[config.mk]
export PLATFORM = sky130hd
export DESIGN_NAME = chan_idle_loop_insert
export DESIGN_NICKNAME = d
export VERILOG_FILES = /design/src/rtl/cil_pkg.sv /design/src/rtl/cil_slot_counter.sv /design/src/rtl/cil_cfg_regs.sv /design/src/rtl/cil_bit_mux.sv /design/src/rtl/chan_idle_loop_insert.sv
export SDC_FILE = /design/constraint.sdc
export NUM_CORES = 1
export LEC_CHECK = 0
export ABC_AREA = 1
export BUFFER_PORTS_ARGS = -buffer_cell sky130_fd_sc_hd__buf_2
export CAP_MARGIN = 20
export CORE_MARGIN = 2
export CORE_UTILIZATION = 65
export DETAILED_ROUTE_END_ITERATION = 16
export GPL_ROUTABILITY_DRIVEN = 0
export HOLD_SLACK_MARGIN = 0.15
export PLACE_DENSITY = 0.93
export SYNTH_ARGS = -nofsm -noshare
export SYNTH_HDL_FRONTEND = slang
export SYNTH_SLANG_ARGS = --single-unit
[constraint.sdc]
create_clock -name clk -period 2.7 [get_ports clk]
set_input_delay 0 -clock clk [delete_from_list [all_inputs] [get_ports clk]]
set_output_delay 0 -clock clk [all_outputs]
set_load 0.01 [all_outputs]
[src/rtl/cil_pkg.sv]
`timescale 1ns/1ps
// Package: shared types for the idle/loopback inserter.
package cil_pkg;
    // What a selected timeslot is filled with.
    typedef enum logic {
        FILL_IDLE = 1'b0,
        FILL_LOOP = 1'b1
    } fill_mode_e;
endpackage

[src/rtl/cil_slot_counter.sv]
`timescale 1ns/1ps
// Slot counter: tracks which timeslot and bit position the current serial bit
// belongs to. Assumes frame_pulse is high for the first bit of timeslot 0 and
// that BITS > 1. Without a pulse the count wraps once per frame.
module cil_slot_counter #(
    parameter int SLOTS = 32,
    parameter int BITS  = 8,
    localparam int SLOT_W = $clog2(SLOTS),
    localparam int BIT_W  = $clog2(BITS)
) (
    input  logic              clk,
    input  logic              rst_n,
    input  logic              frame_pulse,
    output logic [SLOT_W-1:0] cur_slot,
    output logic [BIT_W-1:0]  cur_bit
);
    logic [SLOT_W-1:0] slot_q;
    logic [BIT_W-1:0]  bit_q;

    // The pulse forces the present bit to position zero.
    assign cur_slot = frame_pulse ? '0 : slot_q;
    assign cur_bit  = frame_pulse ? '0 : bit_q;

    // Advance to the position of the next serial bit.
    always_ff @(posedge clk) begin
        if (!rst_n) begin
            slot_q <= '0;
            bit_q  <= '0;
        end else if (cur_bit == BIT_W'(BITS - 1)) begin
            bit_q  <= '0;
            slot_q <= (cur_slot == SLOT_W'(SLOTS - 1)) ? '0 : cur_slot + 1'b1;
        end else begin
            bit_q  <= cur_bit + 1'b1;
            slot_q <= cur_slot;
        end
    end


    realign_chk: assert property (@(posedge clk) disable iff (!rst_n)
        frame_pulse |=> (bit_q == BIT_W'(1) && slot_q == '0));


    wrap_chk: assert property (@(posedge clk) disable iff (!rst_n)
        (!frame_pulse && slot_q == SLOT_W'(SLOTS - 1) && bit_q == BIT_W'(BITS - 1))
        |=> (bit_q == '0 && slot_q == '0));
endmodule

[src/rtl/cil_cfg_regs.sv]
`timescale 1ns/1ps
// Configuration registers: writes go to a shadow set. The shadow set is
// copied to the working set on frame_pulse. While the pulse is high the
// outputs show the shadow values, so new settings start with the first bit
// of the frame. Mask bytes sit at addresses 0..SLOTS/BITS-1, the idle code at
// the next address, and the mode bit (data bit 0) at the one after. All other
// addresses are ignored.
module cil_cfg_regs
    import cil_pkg::*;
#(
    parameter int SLOTS  = 32,
    parameter int BITS   = 8,
    parameter int ADDR_W = 3,
    localparam int REG_CNT   = SLOTS / BITS,
    localparam int IDLE_ADDR = REG_CNT,
    localparam int MODE_ADDR = REG_CNT + 1
) (
    input  logic              clk,
    input  logic              rst_n,
    input  logic              frame_pulse,
    input  logic              wr_en,
    input  logic [ADDR_W-1:0] wr_addr,
    input  logic [BITS-1:0]   wr_data,
    output logic [SLOTS-1:0]  mask_now,
    output logic [BITS-1:0]   idle_now,
    output fill_mode_e        mode_now
);
    logic [SLOTS-1:0] sh_mask, act_mask;
    logic [BITS-1:0]  sh_idle, act_idle;
    fill_mode_e       sh_mode, act_mode;
    logic [REG_CNT-1:0] byte_hit;
    logic idle_hit, mode_hit;

    // One address decoder per mask byte.
    for (genvar g = 0; g < REG_CNT; g++) begin : g_dec
        assign byte_hit[g] = wr_en && (wr_addr == ADDR_W'(g));
    end
    assign idle_hit = wr_en && (wr_addr == ADDR_W'(IDLE_ADDR));
    assign mode_hit = wr_en && (wr_addr == ADDR_W'(MODE_ADDR));

    // Capture software writes into the shadow set.
    always_ff @(posedge clk) begin
        if (!rst_n) begin
            sh_mask <= '0;
            sh_idle <= '0;
            sh_mode <= FILL_IDLE;
        end else begin
            for (int k = 0; k < REG_CNT; k++) begin
                if (byte_hit[k]) sh_mask[k*BITS +: BITS] <= wr_data;
            end
            if (idle_hit) sh_idle <= wr_data;
            if (mode_hit) sh_mode <= fill_mode_e'(wr_data[0]);
        end
    end

    // Copy shadow to working set at the frame boundary.
    always_ff @(posedge clk) begin
        if (!rst_n) begin
            act_mask <= '0;
            act_idle <= '0;
            act_mode <= FILL_IDLE;
        end else if (frame_pulse) begin
            act_mask <= sh_mask;
            act_idle <= sh_idle;
            act_mode <= sh_mode;
        end
    end

    assign mask_now = frame_pulse ? sh_mask : act_mask;
    assign idle_now = frame_pulse ? sh_idle : act_idle;
    assign mode_now = frame_pulse ? sh_mode : act_mode;


    hold_cfg_chk: assert property (@(posedge clk) disable iff (!rst_n)
        !frame_pulse |=> ($stable(act_mask) && $stable(act_idle) && $stable(act_mode)));
endmodule

[src/rtl/cil_bit_mux.sv]
`timescale 1ns/1ps
// Bit mux: picks pass-through, idle bit or loopback bit for the current
// serial bit and registers it. This register is the block's single clock of
// latency.
module cil_bit_mux
    import cil_pkg::*;
(
    input  logic       clk,
    input  logic       rst_n,
    input  logic       chan_sel,
    input  fill_mode_e mode,
    input  logic       idle_bit,
    input  logic       ser_in,
    input  logic       lb_in,
    output logic       ser_out
);
    logic next_bit;

    // Choose the outgoing bit.
    always_comb begin
        if (!chan_sel)              next_bit = ser_in;
        else if (mode == FILL_LOOP) next_bit = lb_in;
        else                        next_bit = idle_bit;
    end

    // Register the outgoing bit.
    always_ff @(posedge clk) begin
        if (!rst_n) ser_out <= 1'b0;
        else        ser_out <= next_bit;
    end
endmodule

[src/rtl/chan_idle_loop_insert.sv]
`timescale 1ns/1ps
// Per-channel idle code and loopback inserter. The timeslots marked in the
// mask are overwritten with either the idle code (MSB first) or the
// loopback input. Every bit leaves one clock after it arrives. Assumes a
// frame_pulse on the first bit of timeslot 0 and serves either the transmit
// or the receive path.
module chan_idle_loop_insert
    import cil_pkg::*;
#(
    parameter int SLOTS  = 32,
    parameter int BITS   = 8,
    parameter int ADDR_W = 3,
    localparam int SLOT_W = $clog2(SLOTS),
    localparam int BIT_W  = $clog2(BITS)
) (
    input  logic              clk,
    input  logic              rst_n,
    input  logic              frame_pulse,
    input  logic              ser_in,
    input  logic              lb_in,
    input  logic              wr_en,
    input  logic [ADDR_W-1:0] wr_addr,
    input  logic [BITS-1:0]   wr_data,
    output logic              ser_out
);
    logic [SLOT_W-1:0] cur_slot;
    logic [BIT_W-1:0]  cur_bit;
    logic [SLOTS-1:0]  mask_now;
    logic [BITS-1:0]   idle_now;
    fill_mode_e        mode_now;
    logic              chan_sel;
    logic              idle_bit;

    cil_slot_counter #(.SLOTS(SLOTS), .BITS(BITS)) u_cnt (
        .clk(clk), .rst_n(rst_n), .frame_pulse(frame_pulse),
        .cur_slot(cur_slot), .cur_bit(cur_bit)
    );

    cil_cfg_regs #(.SLOTS(SLOTS), .BITS(BITS), .ADDR_W(ADDR_W)) u_cfg (
        .clk(clk), .rst_n(rst_n), .frame_pulse(frame_pulse),
        .wr_en(wr_en), .wr_addr(wr_addr), .wr_data(wr_data),
        .mask_now(mask_now), .idle_now(idle_now), .mode_now(mode_now)
    );

    // Look up the select bit and the idle bit, MSB first.
    assign chan_sel = mask_now[cur_slot];
    assign idle_bit = idle_now[BIT_W'(BITS - 1) - cur_bit];

    cil_bit_mux u_mux (
        .clk(clk), .rst_n(rst_n), .chan_sel(chan_sel), .mode(mode_now),
        .idle_bit(idle_bit), .ser_in(ser_in), .lb_in(lb_in), .ser_out(ser_out)
    );


    pass_chk: assert property (@(posedge clk) disable iff (!rst_n)
        !chan_sel |=> (ser_out == $past(ser_in)));


    idle_chk: assert property (@(posedge clk) disable iff (!rst_n)
        (chan_sel && mode_now == FILL_IDLE) |=> (ser_out == $past(idle_bit)));


    loop_chk: assert property (@(posedge clk) disable iff (!rst_n)
        (chan_sel && mode_now == FILL_LOOP) |=> (ser_out == $past(lb_in)));
endmodule

==> summary.md, run 1 <==
| Metric | Value |
|---|---|
| # diodes | 0 |
| Crit path required time | 2.96 ns |
| Worst-path maximum fanout | 41 |
| Reg-to-Reg End | u_mux.ser_out |
| DRT Pass-1 Iters | 5 |
| Max layer used | met4 |
| Final WL | 9452 um |
| Layout cell share with drive strength beyond 1 | 8.649% |
| Max-capacitance violation count | 0 |
| Via density | 5.713 |
| Setup violators final | 0 |
| Flop-to-flop setup slack | 0.30 ns |
| Met1 WL | 4142 um |
| Slew Limit Headroom | 63.64% |
| DR WL/cell | 15.07 um |
| Yosys Warn Count | 0 |
| Worst IR Drop VDD | 376.6 uV |
| Worst min-delay path class | in -> reg |
| Worst-margin pin slew | 0.5434 ns |
| First-pass GRT wire length | 15,640 um |
| Clock transition at the registers of the reported paths | 0.09 ns |
| Slowest cell on crit path | dlygate4sd3_1 |
| Fin. max-slew vios | 0 |
| RSZ-0062 raised after global routing | no |
| Seq/Total Area, Yosys | 47.96% |
| Crit. End Element | register |
| Most frequent cells in the layout | nor2_1 (98), dfxtp_1 (91), nand2_1 (78) |
| Top cell by count, worst path | nand3_1 |
| Largest net degree at the start of global routing | 64 |
| Met3 wire len | 754 um |
| IO Pins | 18 |
| Num Clock Sinks | 91 |
| Num rows | 27 |
| Total negative slack | 0 ns |
| Worst-skew pair later-pin latency | 0.37 ns |
| Ys flop type | dfxtp_1 |
| Hpwl dp | 5988 um |
| Worst setup path class | in -> reg |
| Die area | 6471 um^2 |
| Initial antenna violation count | 0 |
| Worst Skew | 0.004306 ns |
| Worst path max stage delay | 0.56 ns |
| Critical Path Start Type | input pin |
| Crit path DAT | 2.82 ns |
| Final Hold Viols | 0 |
| Detailed-route DRC error count | 0 |
| Post-route ant nets | 0 |
| Area contributors post-synth | dfxtp_1 (48%), nor2_1 (9.7%), o21ai_0 (8.6%) |
| Pleak | 1.867 nW |
| Critical path, cell by cell | dlygate4sd3_1 -> buf_2 -> inv_6 -> nand2_2 -> or2_2 -> nand3_1 -> nand3_1 -> nand3_1 -> nand3_2 -> a21oi_1 -> nor2_1 -> dlygate4sd3_1 |
| Num CTS Buffers | 9 |
| Longest Clk Path Bufs | 2 |
| Port Buf Inserts | 17 |
| CTS tree | yes |
| Design area | 4214 um^2 |
| Syn nets | 548 |
| Fin nets | 570 |
| Met2 WL | 4320 um |
| Top-area cell type share of the netlist area | 47.96% |
| Worst Setup EP | u_mux.ser_out |
| Placed cell area | 3845 um^2 |
| Async SR Flop Fraction | 0% |
| Synth cell types | 29 |
| Post-synthesis register bit count | 91 |
| Placed instance count | 594 |
| Grt ovf | 0 |
| Via count | 3,582 |
| CTS root buffer | clkbuf_8 |
| Crit path from | frame_pulse |
| Initial core utilization | 68.15% |
| Status | finished clean |
| Final Critical Period | 2.559 ns |
| Mean Syn Cell Area | 7.194 um^2 |
| Cell area after synthesis | 3799 um^2 |
| Die height | 80.45 um |
| Commonest non-fill, non-tap cell in the layout | nor2_1 |
| Mapped Cells | 528 |
| Post-synth top area cell | dfxtp_1 |
| Die width | 80.45 um |
| Fin cells | 627 |
| Fmax | 0.3908 GHz |
| Drt initial violations | 421 |
| Hold Slack | 0.2308 ns |
| Post-CTS Setup Bufs | 0 |
| Number of enable flip-flop cells after synthesis | 0 |
| R2r startpoint | u_cnt.slot_q[0] |
| Period utilization | 94.78% |
| Vias in the first global route | 3,284 |
| Total track usage | 31.82% |
| H-Tree Level Count | 3 |
| Power Dens Cells | 612.4 nW/um^2 |
| CORE AREA | 5574 um^2 |
| Final Core Density | 75.60% |
| Area Overhead vs Synth | 10.94% |
| FF-to-FF path depth | 9 |
## how the worst min path moves through the flow
| stage | cells past startpoint | start | endpoint |
|---|---|---|---|
| 2_1_floorplan | 2 | ser_in | u_mux.ser_out |
| 3_3_place_gp | 3 | ser_in | u_mux.ser_out |
| 3_5_place_dp | 3 | ser_in | u_mux.ser_out |
| 4_1_cts | 3 | wr_addr[1] | u_cfg.sh_mask[20] |
| 5_1_grt | 6 | wr_addr[0] | u_cfg.sh_mask[2] |
| 6_report | 3 | wr_addr[1] | u_cfg.sh_mask[18] |
## routing by layer
| metal | vias to the layer above | GRT usage [%] |
|---|---|---|
| met5 | - | 0 |
| met4 | 0 | 13.05 |
| met3 | 26 | 6.404 |
| met2 | 185 | 50.08 |
| met1 | 1638 | 42.74 |
| li1 | 1733 | - |
## cell families (layout without fill, tap and decap cells)
group                      Yosys count  count (layout)  synth area share [%]
and+or+nand+nor                    219             219                 23.55
adders and majority gates            3               3                0.9882
DFF                                 91              91                 47.96
muxes                                1               1                0.2635
buffers and inverters               88             115                 10.24
AOI/OAI and AO/OA                  126             126                 17.00
## synth_stat cells (5+ instances only)
cell and count:
o21ai_0 65, inv_1 56, nor2_1 98, clkbuf_1 12, buf_4 5, a21oi_1 46, nand2_1 78, nand3_1 35
dfxtp_1 91, o21ai_1 9
## timing repair
action                                 CTS  global route
endpoints found under the hold margin   51             0
resized for setup                        0             0
hold buffers                            17             0
## report_power, final
group          internal (mW)  leakage, nW  switching [mW]  total, mW
clock                  0.432       0.0923           0.512      0.945
sequential              1.39        0.743          0.0228       1.42
combinational         0.0756         1.03           0.145      0.221
total                   1.90         1.87           0.680       2.58
## critical path, delay by kind of cell
| kind | cells | cell delay, ns |
|---|---|---|
| AOI/OAI and AO/OA | 1 | 0.15 |
| buffers and inverters | 4 | 1.55 |
| and+or+nand+nor | 7 | 1.09 |
## stage by stage
| step | setup WS [ns] | power [mW] |
|---|---|---|
| 4_1_cts | 0.2187 | 2.563 |
| 3_3_place_gp | 1.036 | 1.627 |
| 2_1_floorplan | 1.306 | 1.578 |
| 3_5_place_dp | 0.9475 | 1.638 |
| 5_1_grt | 0.004768 | 2.663 |
| 6_report | 0.1408 | 2.581 |
## sequential cells by signal, indices dropped and copies added (netlist names), 3 cells and up
name            flops
u_cfg.act_mask     32
u_cfg.act_idle      8
u_cfg.sh_idle       8
u_cfg.sh_mask      32
u_cnt.slot_q        5
u_cnt.bit_q         3
## final cells by class
cell class | count | area [um^2]
multi-input cells | 349 | 1588
flip-flops and latches | 91 | 1822
repair buffers | 37 | 277.8
well taps | 72 | 90.09
clock inverters | 7 | 75.07
clock buffers | 9 | 123.9
inverters | 62 | 237.7
fillers | 418 | 1360
Power figures use the tool's default switching activity.
==> run 2, diff against run 1 <==
--- a/config.mk
+++ b/config.mk
@@ -13,7 +13,8 @@
 export DETAILED_ROUTE_END_ITERATION = 16
 export GPL_ROUTABILITY_DRIVEN = 0
 export HOLD_SLACK_MARGIN = 0.15
-export PLACE_DENSITY = 0.93
+export PLACE_DENSITY = 0.92
 export SYNTH_ARGS = -nofsm -noshare
 export SYNTH_HDL_FRONTEND = slang
+export SYNTH_HIERARCHICAL = 1
 export SYNTH_SLANG_ARGS = --single-unit
==> run 2 against run 1 <==
Die area grew 7.8%; global-route usage is 1.6 points lower; clock skew grew 0.0054 ns; combinational power is 9% higher; power is 0.88% lower; cell area is 8.8% higher; critical path depth is 1 higher; setup slack gained 0.072 ns; sequential power about the same; register-to-register slack about the same; flip-flop and latch count did not move; via count is 13% higher; critical path type unchanged; highest routed layer unchanged.
==> summary.md, run 2 <==
| Metric | Value |
|---|---|
| Top-area cell type share of the netlist area | 44.32% (-3.6 points) |
| Layout cell share with drive strength beyond 1 | 9.370% (+0.72 points) |
| Vias in the first global route | 3,751 (+14%) |
| Crit path DAT | 2.77 ns (-0.05 ns) |
| Overall power | 2.558 mW (-0.88%) |
| IO Pins | 18 (unchanged) |
| Top cells by count, synth | nand2_1 (217), nor2_1 (97), dfxtp_1 (91), nand3_1 (67), a21oi_1 (46) |
| Max-capacitance violation count | 0 (unchanged) |
| Hold Slack | 0.4702 ns (+0.2394 ns) |
| Crit path required time | 2.98 ns (+0.02 ns) |
| Pleak | 2.133 nW (+14%) |
| Fin. max-slew vios | 0 (unchanged) |
| Most frequent cells in the layout | nand2_1 (217), nor2_1 (97), dfxtp_1 (91) |
| Synth cell types | 25 (-14%) |
| Worst setup path class | in -> reg |
| Initial core utilization | 68.21% (about the same) |
| Die height | 83.52 um (+3.8%) |
| Longest Clk Path Bufs | 2 (unchanged) |
| Post-synth top area cell | dfxtp_1 |
| Die width | 83.52 um (+3.8%) |
| Yosys Warn Count | 6 (+6) |
| Mean Syn Cell Area | 6.640 um^2 (-7.7%) |
| Die area | 6976 um^2 (+7.8%) |
| Port Buf Inserts | 17 (unchanged) |
| First-pass GRT wire length | 17,080 um (+9.2%) |
| Via density | 5.595 (-2.1%) |
| Slowest cell on crit path | dlygate4sd3_1 |
| Num rows | 28 (+3.7%) |
| Syn nets | 640 (+17%) |
| Worst Skew | 0.009746 ns (+0.005440 ns) |
| Met1 usage | 39.09% (-3.7 points) |
| Area contributors post-synth | dfxtp_1 (44%), nand2_1 (20%), nor2_1 (8.9%) |
| CORE AREA | 6026 um^2 (+8.1%) |
| Fmax | 0.4021 GHz (+2.9%) |
| RSZ-0062 raised after global routing | no |
| Largest net degree at the start of global routing | 48 (-25%) |
| Worst IR Drop VDD | 375.2 uV (-0.37%) |
| Flop-to-flop setup slack | 0.30 ns (about the same) |
| Hpwl dp | 6438 um (+7.5%) |
| Seq/Total Area, Yosys | 44.32% (-3.6 points) |
| Fillers | 415 (-0.72%) |
| Internal power | 1.885 mW (-0.81%) |
| Psw | 0.6729 mW (-1.1%) |
| Most frequent cell after synthesis | nand2_1 |
| Commonest non-fill, non-tap cell in the layout | nand2_1 |
| Initial antenna violation count | 0 (unchanged) |
| Worst path max stage delay | 0.54 ns (-0.02 ns) |
| Post-synthesis register bit count | 91 (unchanged) |
| Async SR Flop Fraction | 0% (unchanged) |
| CTS tree | yes |
| Area Overhead vs Synth | 11.51% |
| Status | finished clean |
| Num CTS Buffers | 9 (unchanged) |
| GR Util met2 | 49.93% (-0.16 points) |
| Final WL | 10,240 um (+8.4%) |
| Comb power frac | 9.4% (+0.9 points) |
| Final Critical Period | 2.487 ns (-0.07199 ns) |
| # diodes | 0 (unchanged) |
| Seq pwr share | 54.4% (-0.4 points) |
| Drt initial violations | 386 (-8.3%) |
| Power Dens Cells | 558.2 nW/um^2 (-8.9%) |
| Number of enable flip-flop cells after synthesis | 0 (unchanged) |
| Largest regs | u_cfg/act_mask x32, u_cfg/sh_mask x32 |
| Post-route ant nets | 0 (unchanged) |
| DR WL/cell | 14.11 um (-6.4%) |
| Total track usage | 30.21% (-1.6 points) |
| Setup violators final | 0 (unchanged) |
| Fin nets | 667 (+17%) |
| Worst-margin pin slew | 0.6712 ns (+0.1278 ns) |
| Worst-path maximum fanout | 44 (+7.3%) |
| Slew Limit Headroom | 55.21% (-8.4 points) |
| Mapped Cells | 619 (+17%) |
| Num Clock Sinks | 91 (unchanged) |
| Switching Fraction | 26.30% (-0.054 points) |
| Worst-skew pair later-pin latency | 0.37 ns (about the same) |
| Clk pwr share | 36.2% (-0.4 points) |
| Period utilization | 92.12% (-2.7 points) |
| Total negative slack | 0 ns (unchanged) |
| Ys flop type | dfxtp_1 |
| Crit. End Element | register |
| DRT Pass-1 Iters | 5 (unchanged) |
| Clock transition at the registers of the reported paths | 0.09 ns (about the same) |
| H-Tree Level Count | 3 (unchanged) |
| CTS root buffer | clkbuf_8 |
| GR peak layer | met2 |
| Cell area after synthesis | 4110 um^2 (+8.2%) |
| Final Hold Viols | 0 (unchanged) |
| Worst min-delay path class | reg -> reg |
| Critical path, cell by cell | dlygate4sd3_1 -> buf_2 -> buf_4 -> nor2_1 -> inv_1 -> o21ai_0 -> o21ai_0 -> a21o_1 -> nand2_1 -> nand3_1 -> nand2_1 -> dlygate4sd3_1 -> inv_1 |
| Via count | 4,062 (+13%) |
| Detailed-route DRC error count | 0 (unchanged) |
| Grt met3 use | 5.638% (-0.77 points) |
| Grt ovf | 0 (unchanged) |
| Critical Path Start Type | input pin |
==> run 2: cell count changes in the layout (fill, tap and decap cells not counted), sizes merged, moves of 6 or more <==
cell / change
nor2: +6
nand2: +146
o21ai: -65
inv: -27
nand3: +31
==> run 2: cells by family after synthesis <==
| group | synth area share, % |
|---|---|
| AND/OR/NAND/NOR | 39.91 |
| flip-flops | 44.32 |
| buffers and inverters | 7.093 |
| AO/OA/AOI/OAI | 7.458 |
| adder cells (fa/ha/maj) | 1.218 |
==> run 2: stage by stage <==
stage | instances | util, % | setup WS [ns] | instance area [um^2]
finish | 726 | 76.06 | 0.2128 | 4583
CTS | 726 | 76.00 | 0.2158 | 4579
floorplan | 619 | - | 1.225 | 4110
global route | 726 | 76.06 | 0.06799 | 4583
global placement | 690 | 69.46 | 0.8334 | 4185
detailed placement | 690 | 69.46 | 0.7731 | 4185
==> run 2: what timing repair did <==
action | 4_1_cts | 5_1_grt
endpoints found under the setup margin | 0 | 1
gates resized for setup | 0 | 1
setup buffers | 0 | 0
hold endpoints to repair | 58 | 0
hold buffers | 20 | 0
==> run 2: power by group through the flow <==
stage	sequential, mW	combinational [mW]	clock [mW]
finish	1.39	0.240	0.926
global route	1.39	0.266	0.970
CTS	1.39	0.232	0.917
detailed placement	1.42	0.209	0
global placement	1.42	0.202	0
floorplan	1.42	0.154	0
==> run 2: cell type report <==
cell class                      count  area, um^2  share of cell area (%)
Clock buffer                       10       127.6                   2.785
Clock inverter                      6       66.31                   1.447
Inverter                           38       153.9                   3.358
Multi-Input combinational cell    464        1997                   43.57
Sequential cell                    91        1822                   39.75
Tap cell                           75       93.84                   2.048
Timing Repair Buffer               42       322.8                   7.043
==> run 2: metal layers <==
layer,up-vias,routed length [um]
met5,-,0
met4,0,415
met3,44,764
met2,188,4771
met1,1837,4290
li1,1993,-
==> run 2: worst max-delay path: cells and delay by family <==
kind                   cells  cell delay [ns]
and+or+nand+nor            4             0.61
buffers and inverters      6             1.68
AOI/OAI and AO/OA          3             0.48
==> run 2: worst paths after layout <==
path / from / endpoint / cells past startpoint
min: u_cfg/act_mask[18] / u_cfg/act_mask[18] / 2
max: frame_pulse / u_mux/ser_out / 13
min reg2reg: u_cfg/act_mask[18] / u_cfg/act_mask[18] / 2
max reg2reg: u_cnt/slot_q[0] / u_mux/ser_out / 16
